--- config.mk ---
export PLATFORM = sky130hd
export DESIGN_NAME = pc_delay_seq
export DESIGN_NICKNAME = d
export VERILOG_FILES = /design/src/rtl/pc_seq_pkg.sv /design/src/rtl/pc_seq_arbiter.sv /design/src/rtl/pc_seq_next.sv /design/src/rtl/pc_seq_branch.sv /design/src/rtl/pc_seq_match.sv /design/src/rtl/pc_delay_seq.sv
export SDC_FILE = /design/constraint.sdc
export NUM_CORES = 1
export LEC_CHECK = 0
export BUFFER_PORTS_ARGS = -buffer_cell sky130_fd_sc_hd__buf_2
export CORE_ASPECT_RATIO = 1.4
export CORE_MARGIN = 2
export CORE_UTILIZATION = 50
export CTS_BUF_LIST = sky130_fd_sc_hd__clkbuf_8
export DETAILED_ROUTE_END_ITERATION = 7
export PLACE_DENSITY = 0.74
export SLEW_MARGIN = 20
export SYNTH_ARGS = -nofsm -noshare
export SYNTH_HDL_FRONTEND = slang
export SYNTH_SLANG_ARGS = --single-unit
--- constraint.sdc ---
create_clock -name clk -period 5.5 [get_ports clk]
set_input_delay 0.825 -clock clk [delete_from_list [all_inputs] [get_ports clk]]
set_output_delay 0.825 -clock clk [all_outputs]
set_load 0.01 [all_outputs]
--- src/rtl/pc_seq_pkg.sv ---
package pc_seq_pkg;

    localparam int UPC_W = 16;

    typedef logic [UPC_W-1:0] upc_t;

    typedef struct packed {
        logic load;
        logic retire;
        logic ustep;
        logic target;
        logic utarget;
    } cmd_t;

    typedef enum logic [2:0] {
        ACT_HOLD,
        ACT_LOAD,
        ACT_RETIRE,
        ACT_USTEP,
        ACT_TGT
    } act_e;

endpackage

--- src/rtl/pc_seq_arbiter.sv ---
module pc_seq_arbiter
    import pc_seq_pkg::*;
(
    input  cmd_t cmd,
    output act_e act
);

    always_comb begin
        if (cmd.load)
            act = ACT_LOAD;
        else if (cmd.retire)
            act = ACT_RETIRE;
        else if (cmd.ustep)
            act = ACT_USTEP;
        else if (cmd.target || cmd.utarget)
            act = ACT_TGT;
        else
            act = ACT_HOLD;
    end

    // at most one action is picked, and a load always wins
    always_comb begin
        if (cmd.load)
            AST_LOAD_WINS: assert (act == ACT_LOAD);
    end

endmodule

--- src/rtl/pc_seq_next.sv ---
module pc_seq_next
    import pc_seq_pkg::*;
#(
    parameter int ADDR_W     = 32,
    parameter int INSN_BYTES = 4
) (
    input  act_e              act,
    input  logic              do_target,
    input  logic              do_utarget,
    input  logic [ADDR_W-1:0] load_addr,
    input  logic [ADDR_W-1:0] redir_addr,
    input  upc_t              ujmp_tgt,
    input  logic [ADDR_W-1:0] cur_q,
    input  logic [ADDR_W-1:0] nxt_q,
    input  logic [ADDR_W-1:0] nnx_q,
    input  upc_t              upc_q,
    input  upc_t              nupc_q,
    output logic [ADDR_W-1:0] cur_d,
    output logic [ADDR_W-1:0] nxt_d,
    output logic [ADDR_W-1:0] nnx_d,
    output upc_t              upc_d,
    output upc_t              nupc_d
);

    localparam logic [ADDR_W-1:0] STEP1 = ADDR_W'(INSN_BYTES);
    localparam logic [ADDR_W-1:0] STEP2 = ADDR_W'(2 * INSN_BYTES);

    typedef struct packed {
        logic [ADDR_W-1:0] cur;
        logic [ADDR_W-1:0] nxt;
        logic [ADDR_W-1:0] nnx;
        upc_t              upc;
        upc_t              nupc;
    } fields_t;

    fields_t nx_d;

    always_comb begin
        nx_d = '{cur: cur_q, nxt: nxt_q, nnx: nnx_q, upc: upc_q, nupc: nupc_q};
        unique case (act)
            ACT_LOAD: begin
                nx_d.cur  = load_addr;
                nx_d.nxt  = load_addr + STEP1;
                nx_d.nnx  = load_addr + STEP2;
                nx_d.upc  = '0;
                nx_d.nupc = upc_t'(1);
            end
            ACT_RETIRE: begin
                nx_d.cur  = nxt_q;
                nx_d.nxt  = nnx_q;
                nx_d.nnx  = nnx_q + STEP1;
                nx_d.upc  = '0;
                nx_d.nupc = upc_t'(1);
            end
            ACT_USTEP: begin
                nx_d.upc  = nupc_q;
                nx_d.nupc = nupc_q + upc_t'(1);
            end
            ACT_TGT: begin
                if (do_target)
                    nx_d.nnx = redir_addr;
                if (do_utarget)
                    nx_d.nupc = ujmp_tgt;
            end
            default: ;
        endcase
    end

    assign cur_d  = nx_d.cur;
    assign nxt_d  = nx_d.nxt;
    assign nnx_d  = nx_d.nnx;
    assign upc_d  = nx_d.upc;
    assign nupc_d = nx_d.nupc;

endmodule

--- src/rtl/pc_seq_branch.sv ---
module pc_seq_branch
    import pc_seq_pkg::*;
#(
    parameter int ADDR_W     = 32,
    parameter int INSN_BYTES = 4
) (
    input  logic [ADDR_W-1:0] cur_q,
    input  logic [ADDR_W-1:0] nxt_q,
    input  logic [ADDR_W-1:0] nnx_q,
    input  upc_t              upc_q,
    input  upc_t              nupc_q,
    output logic              branching
);

    localparam logic [ADDR_W-1:0] STEP1 = ADDR_W'(INSN_BYTES);
    localparam logic [ADDR_W-1:0] STEP2 = ADDR_W'(2 * INSN_BYTES);

    logic [ADDR_W-1:0] nxt_plus1;
    logic [ADDR_W-1:0] cur_plus1;
    logic [ADDR_W-1:0] cur_plus2;
    upc_t              upc_plus1;
    logic              third_seq;
    logic              second_ok;
    logic              micro_seq;

    always_comb begin
        nxt_plus1 = nxt_q + STEP1;
        cur_plus1 = cur_q + STEP1;
        cur_plus2 = cur_q + STEP2;
        upc_plus1 = upc_q + upc_t'(1);
        third_seq = (nnx_q == nxt_plus1);
        second_ok = (nxt_q == cur_plus1) || (nxt_q == cur_plus2);
        micro_seq = (nupc_q == upc_plus1);
        branching = !(third_seq && second_ok && micro_seq);
    end

    // a broken micro-step sequence always shows as a branch
    always_comb begin
        if (nupc_q != upc_plus1)
            AST_MICRO_FLAG: assert (branching);
    end

endmodule

--- src/rtl/pc_seq_match.sv ---
module pc_seq_match
    import pc_seq_pkg::*;
#(
    parameter int ADDR_W = 32
) (
    input  logic [ADDR_W-1:0] cur_q,
    input  logic [ADDR_W-1:0] nxt_q,
    input  logic [ADDR_W-1:0] nnx_q,
    input  upc_t              upc_q,
    input  upc_t              nupc_q,
    input  logic [ADDR_W-1:0] cmp_cur,
    input  logic [ADDR_W-1:0] cmp_nxt,
    input  logic [ADDR_W-1:0] cmp_nnx,
    input  upc_t              cmp_upc,
    input  upc_t              cmp_nupc,
    output logic              state_match
);

    localparam int NADDR = 3;
    localparam int NUPC  = 2;

    logic [NADDR-1:0][ADDR_W-1:0] addr_mine;
    logic [NADDR-1:0][ADDR_W-1:0] addr_ref;
    logic [NUPC-1:0][UPC_W-1:0]   upc_mine;
    logic [NUPC-1:0][UPC_W-1:0]   upc_ref;
    logic [NADDR-1:0]             addr_eq;
    logic [NUPC-1:0]              upc_eq;

    assign addr_mine = {cur_q, nxt_q, nnx_q};
    assign addr_ref  = {cmp_cur, cmp_nxt, cmp_nnx};
    assign upc_mine  = {upc_q, nupc_q};
    assign upc_ref   = {cmp_upc, cmp_nupc};

    for (genvar g = 0; g < NADDR; g++) begin : g_addr_eq
        assign addr_eq[g] = (addr_mine[g] == addr_ref[g]);
    end

    for (genvar g = 0; g < NUPC; g++) begin : g_upc_eq
        assign upc_eq[g] = (upc_mine[g] == upc_ref[g]);
    end

    assign state_match = (&addr_eq) && (&upc_eq);

endmodule

--- src/rtl/pc_delay_seq.sv ---
module pc_delay_seq
    import pc_seq_pkg::*;
#(
    parameter int                ADDR_W     = 32,
    parameter int                INSN_BYTES = 4,
    parameter logic [ADDR_W-1:0] RESET_VEC  = 32'h0000_1000
) (
    input  logic              clk,
    input  logic              rst,
    input  logic              cmd_load,
    input  logic              cmd_retire,
    input  logic              cmd_ustep,
    input  logic              cmd_target,
    input  logic              cmd_utarget,
    input  logic [ADDR_W-1:0] load_addr,
    input  logic [ADDR_W-1:0] redir_addr,
    input  logic [UPC_W-1:0]  ujmp_tgt,
    input  logic [ADDR_W-1:0] cmp_cur,
    input  logic [ADDR_W-1:0] cmp_nxt,
    input  logic [ADDR_W-1:0] cmp_nnx,
    input  logic [UPC_W-1:0]  cmp_upc,
    input  logic [UPC_W-1:0]  cmp_nupc,
    output logic [ADDR_W-1:0] cur_addr,
    output logic [UPC_W-1:0]  cur_upc,
    output logic              branching,
    output logic              state_match
);

    localparam logic [ADDR_W-1:0] STEP1 = ADDR_W'(INSN_BYTES);
    localparam logic [ADDR_W-1:0] STEP2 = ADDR_W'(2 * INSN_BYTES);

    typedef struct packed {
        logic [ADDR_W-1:0] cur;
        logic [ADDR_W-1:0] nxt;
        logic [ADDR_W-1:0] nnx;
        upc_t              upc;
        upc_t              nupc;
    } state_t;

    localparam state_t RST_STATE = '{
        cur:  RESET_VEC,
        nxt:  RESET_VEC + STEP1,
        nnx:  RESET_VEC + STEP2,
        upc:  '0,
        nupc: upc_t'(1)
    };

    cmd_t   cmd;
    act_e   act;
    state_t state_d;
    state_t state_q;

    logic [ADDR_W-1:0] cur_d;
    logic [ADDR_W-1:0] nxt_d;
    logic [ADDR_W-1:0] nnx_d;
    upc_t              upc_d;
    upc_t              nupc_d;

    assign cmd = '{load: cmd_load, retire: cmd_retire, ustep: cmd_ustep,
                   target: cmd_target, utarget: cmd_utarget};

    pc_seq_arbiter i_arb (
        .cmd (cmd),
        .act (act)
    );

    pc_seq_next #(
        .ADDR_W     (ADDR_W),
        .INSN_BYTES (INSN_BYTES)
    ) i_next (
        .act        (act),
        .do_target  (cmd.target),
        .do_utarget (cmd.utarget),
        .load_addr  (load_addr),
        .redir_addr (redir_addr),
        .ujmp_tgt   (ujmp_tgt),
        .cur_q      (state_q.cur),
        .nxt_q      (state_q.nxt),
        .nnx_q      (state_q.nnx),
        .upc_q      (state_q.upc),
        .nupc_q     (state_q.nupc),
        .cur_d      (cur_d),
        .nxt_d      (nxt_d),
        .nnx_d      (nnx_d),
        .upc_d      (upc_d),
        .nupc_d     (nupc_d)
    );

    always_comb begin
        state_d = '{cur: cur_d, nxt: nxt_d, nnx: nnx_d, upc: upc_d, nupc: nupc_d};
    end

    always_ff @(posedge clk) begin
        if (rst)
            state_q <= RST_STATE;
        else
            state_q <= state_d;
    end

    pc_seq_branch #(
        .ADDR_W     (ADDR_W),
        .INSN_BYTES (INSN_BYTES)
    ) i_branch (
        .cur_q     (state_q.cur),
        .nxt_q     (state_q.nxt),
        .nnx_q     (state_q.nnx),
        .upc_q     (state_q.upc),
        .nupc_q    (state_q.nupc),
        .branching (branching)
    );

    pc_seq_match #(
        .ADDR_W (ADDR_W)
    ) i_match (
        .cur_q       (state_q.cur),
        .nxt_q       (state_q.nxt),
        .nnx_q       (state_q.nnx),
        .upc_q       (state_q.upc),
        .nupc_q      (state_q.nupc),
        .cmp_cur     (cmp_cur),
        .cmp_nxt     (cmp_nxt),
        .cmp_nnx     (cmp_nnx),
        .cmp_upc     (cmp_upc),
        .cmp_nupc    (cmp_nupc),
        .state_match (state_match)
    );

    assign cur_addr = state_q.cur;
    assign cur_upc  = state_q.upc;

    AST_LOAD_STATE: assert property (@(posedge clk) disable iff (rst)
        cmd_load |=> (state_q.cur == $past(load_addr)) &&
                     (state_q.nxt == $past(load_addr) + STEP1) &&
                     (state_q.nnx == $past(load_addr) + STEP2) &&
                     (state_q.upc == '0) && (state_q.nupc == upc_t'(1)));

    AST_USTEP_ADDR_HOLD: assert property (@(posedge clk) disable iff (rst)
        (!cmd_load && !cmd_retire && cmd_ustep) |=>
            $stable(state_q.cur) && $stable(state_q.nxt) && $stable(state_q.nnx) &&
            (state_q.upc == $past(state_q.nupc)));

    AST_RETIRE_SHIFT: assert property (@(posedge clk) disable iff (rst)
        (!cmd_load && cmd_retire) |=>
            (state_q.cur == $past(state_q.nxt)) && (state_q.nxt == $past(state_q.nnx)) &&
            (state_q.upc == '0) && (state_q.nupc == upc_t'(1)));

    AST_TARGET_KEEPS_FRONT: assert property (@(posedge clk) disable iff (rst)
        (!cmd_load && !cmd_retire && !cmd_ustep && cmd_target) |=>
            $stable(state_q.cur) && $stable(state_q.nxt) && $stable(state_q.upc));

    AST_IDLE_HOLD: assert property (@(posedge clk) disable iff (rst)
        (!cmd_load && !cmd_retire && !cmd_ustep && !cmd_target && !cmd_utarget) |=>
            $stable(state_q));

endmodule

==> impl_metrics.csv <==
group,metric,value,unit
clock_tree,clock_path_buffers,2,
floorplanning,fp.dieH,189.6,microns
cells_and_area,final_area,13850,sq um
timing,finalCritPeriodShare,0.8775,
clock_tree,cts.clk_slew.worst_paths,90,ps
clock_tree,clkLatencyLatePin,480,ps
clock_tree,cts_tree,"done",
timing,period_minus_slack,4826,ps
critical_path,crit_family,"simple AND/OR/NAND/NOR gates",
timing,relSlewSlack,0.3326,
drt,drt_first_pass_iters,8,
critical_path,critical_path.most_common_cell,"or4_1",
critical_path,path_buf_inv,1,
pwr,p_total,0.002799,W
timing,fin_tns_setup,0,ps
clock_tree,cts.sinks,128,
drt,vias,13720,
floorplanning,start_util,0.5116,
place,place_hpwl,41970,microns
pwr,cellPowerDensity,202.1,nW/um^2
synth,ys_seq_area_frac,0.2082,
timing,report.final.slew_viol_count,0,
place,dpl-instance-area,13470,sq um
drt,drt_iter0_drc,1422,
global_routing,grt_max_degree,99,
cells_and_area,fin_util,0.5756,
timing,fmax,207.2,MHz
drt,avgRoutedWirePerCell,24.65,microns
critical_path,critical_path.slowest_cell,"or4_1",
drt,postRouteAntennaNets,0,
timing,hold_violations,0,
critical_path,crit_chain,"nand4_4 > or4_1 > or4_1 > o21ai_1 > nand3_1 > nor4_1 > o2111ai_1 > a2111o_1 > buf_2",
pwr,ir_worst_vdd,0.2065,mV
global_routing,grt_pass1_wl,77760,microns
floorplanning,die_w,136.6,microns
synth,synth_largest_type_area_fraction,0.2082,
place,globalplace.congestion,1.018,
clock_tree,post_cts_buffers,0,
drt,avgViaCountPerCell,6.357,
drt,detail_route.wirelength,53200,microns
synth,synth_cells,1711,
pwr,p_clk_frac,0.297,
timing,worst_pin_slew,1001,ps
synth,synth_most_common_cell,"nor2_1",
synth,synthDistinctLibCells,70,
clock_tree,cts_htree_levels,4,
synth,synth_edf_count,0,
clock_tree,cts_made_buffers,17,
floorplanning,rows,67,
floorplanning,die_area,25900,sq um
pwr,internal_power,0.001696,W
synth,ys_ff_latch,128,
cells_and_area,fin_nets,2056,
clock_tree,hold_buffers,0,
synth,ys_top_cells_by_area,"dfxtp_1, xor2_1, xnor2_1, nor2_1, a21oi_1",
cells_and_area,area_delta_synth_final,12.52,%
clock_tree,postCtsResizedCells,0,
timing,setup_viol,0,
timing,rsz0062_at_grt,"false",
cells_and_area,ff_latch_area,2562,sq um
status,status,"finished clean",
critical_path,cp_max_fo,14,
synth,synth_flop_cell,"dfxtp_1",
critical_path,crit_path_end_kind,"output port",
floorplanning,pin_count,265,
synth,syn_nets,1934,
floorplanning,core_area,24060,sq um
global_routing,antenna_found_initial,1,
timing,skew,16.97,ps
global_routing,grt_usage,0.4015,
clock_tree,root_buffer,"clkbuf_8",
critical_path,critPathRequiredTime,4680,ps
synth,synth_commonest_cells,"nor2_1, xor2_1, xnor2_1",
synth,yosys_warnings,0,
drt,drc_errors,0,
critical_path,start_kind,"register",
critical_path,max_stage_delay,780,ps
place,portBuffers,264,
synth,syn_area_per_cell,7.193,sq um
cells_and_area,multi_input_area,8929,sq um
global_routing,grt_pass1_vias,12590,
pwr,power.switching,0.001103,W
pwr,leakagePower,5.332,nW
worst_hold_path,min-delay-path-class,"reg2reg",
timing,fin_hold_ws,597.8,ps
synth,synth_area,12310,sq um
pwr,switching_share,0.3940,
pwr,power_frac_seq,0.411,
critical_path,arrival,4000,ps
pwr,p_comb_frac,0.292,
flow_run,maxCapViolations,0,
critical_path,critical_path_class,"reg2out",
global_routing,grt-ovfl-total,0,
synth,ys_async_sr_fraction,0,
synth,yosysTopAreaCell,"dfxtp_1",
cells_and_area,drive_gt1_frac,0.1874,
cells_and_area,fillCellCount,2320,
[sequential cells by signal, indices dropped and copies added (netlist names)]
| name | flops |
|---|---|
| cur_addr | 32 |
| state_q | 80 |
| cur_upc | 16 |
[routing by layer]
metal	wire length, microns	global-route usage	up-vias
met5	0	0	-
met4	3178	0.2220	0
met3	5011	0.06875	182
met2	25030	0.6590	884
met1	19990	0.4937	6352
li1	-	-	6301
[through the flow]
| stage | std cells | setup slack [ps] |
|---|---|---|
| floorplan | 1711 | 1956 |
| global placement | 2124 | 1280 |
| detailed placement | 2124 | 1228 |
| CTS | 2156 | 707.6 |
| global route | 2157 | 389.7 |
| finish | 2158 | 673.8 |
[cell usage in the layout (no fill, tap or decap), drive strengths merged, types with 5 or more instances in the layout]
cell,n
or2,11
and2,11
a211oi,62
or3,9
nand2b,16
dfxtp,128
a31oi,12
buf,287
nor4,45
a22oi,17
inv,29
a21oi,110
mux2,7
nand2,103
mux2i,47
nor3b,7
and3,27
or4,9
clkbuf,18
nor2,183
o211ai,6
nand3,75
nand4,68
ha,8
a2111oi,5
o21a,5
o21ai,60
xor2,154
nor3,58
nor2b,27
and4,6
a311oi,8
clkinvlp,5
xnor2,153
nand4b,6
o22ai,8
[worst paths after layout]
check	from	endpoint	slack [ps]	depth (start not counted)
max	cur_addr[8]	branching	670	9
min	state_q[32]	state_q[32]	600	2
max reg2reg	state_q[36]	state_q[63]	2540	8
min reg2reg	state_q[32]	state_q[32]	600	2
[kinds of logic (layout without fill, tap and decap cells)]
family / Yosys count / in the layout / synth area share
AO/OA/AOI/OAI: 338 / 338 / 0.1753
XOR/XNOR: 307 / 307 / 0.2185
adder cells (fa/ha/maj): 8 / 8 / 0.008133
buffers and inverters: 207 / 342 / 0.06658
flip-flops: 128 / 128 / 0.2082
multiplexers: 54 / 54 / 0.04463
other: 0 / 2 / 0
AND/OR/NAND/NOR: 669 / 669 / 0.2787
[final cells by class]
type | instances | share of cell area
clock inverter | 14 | 0.009396
multi-input combinational | 1376 | 0.6447
sequential | 128 | 0.1850
inverter | 23 | 0.006234
timing repair buffer | 287 | 0.1084
tap | 310 | 0.02801
clock buffer | 18 | 0.01789
antenna | 2 | 0.0003614
[power groups by stage]
stage               clock network, W  registers, W  logic (W)
floorplan                          0       0.00104   0.000580
global placement                   0       0.00116   0.000797
detailed placement                 0       0.00116   0.000795
CTS                         0.000840       0.00114   0.000800
global route                0.000867       0.00115   0.000875
finish                      0.000831       0.00115   0.000816
[worst register-to-register path: stages (launching register included)]
cell      delay, ps
dfxtp_1         690
and3_1          310
nand4_1         250
or2_2           420
nor4_1          350
nand3_1         250
nor4_1          310
a21oi_1          70
a211oi_1        230
Note: power is estimated with default switching activity, not from simulation.
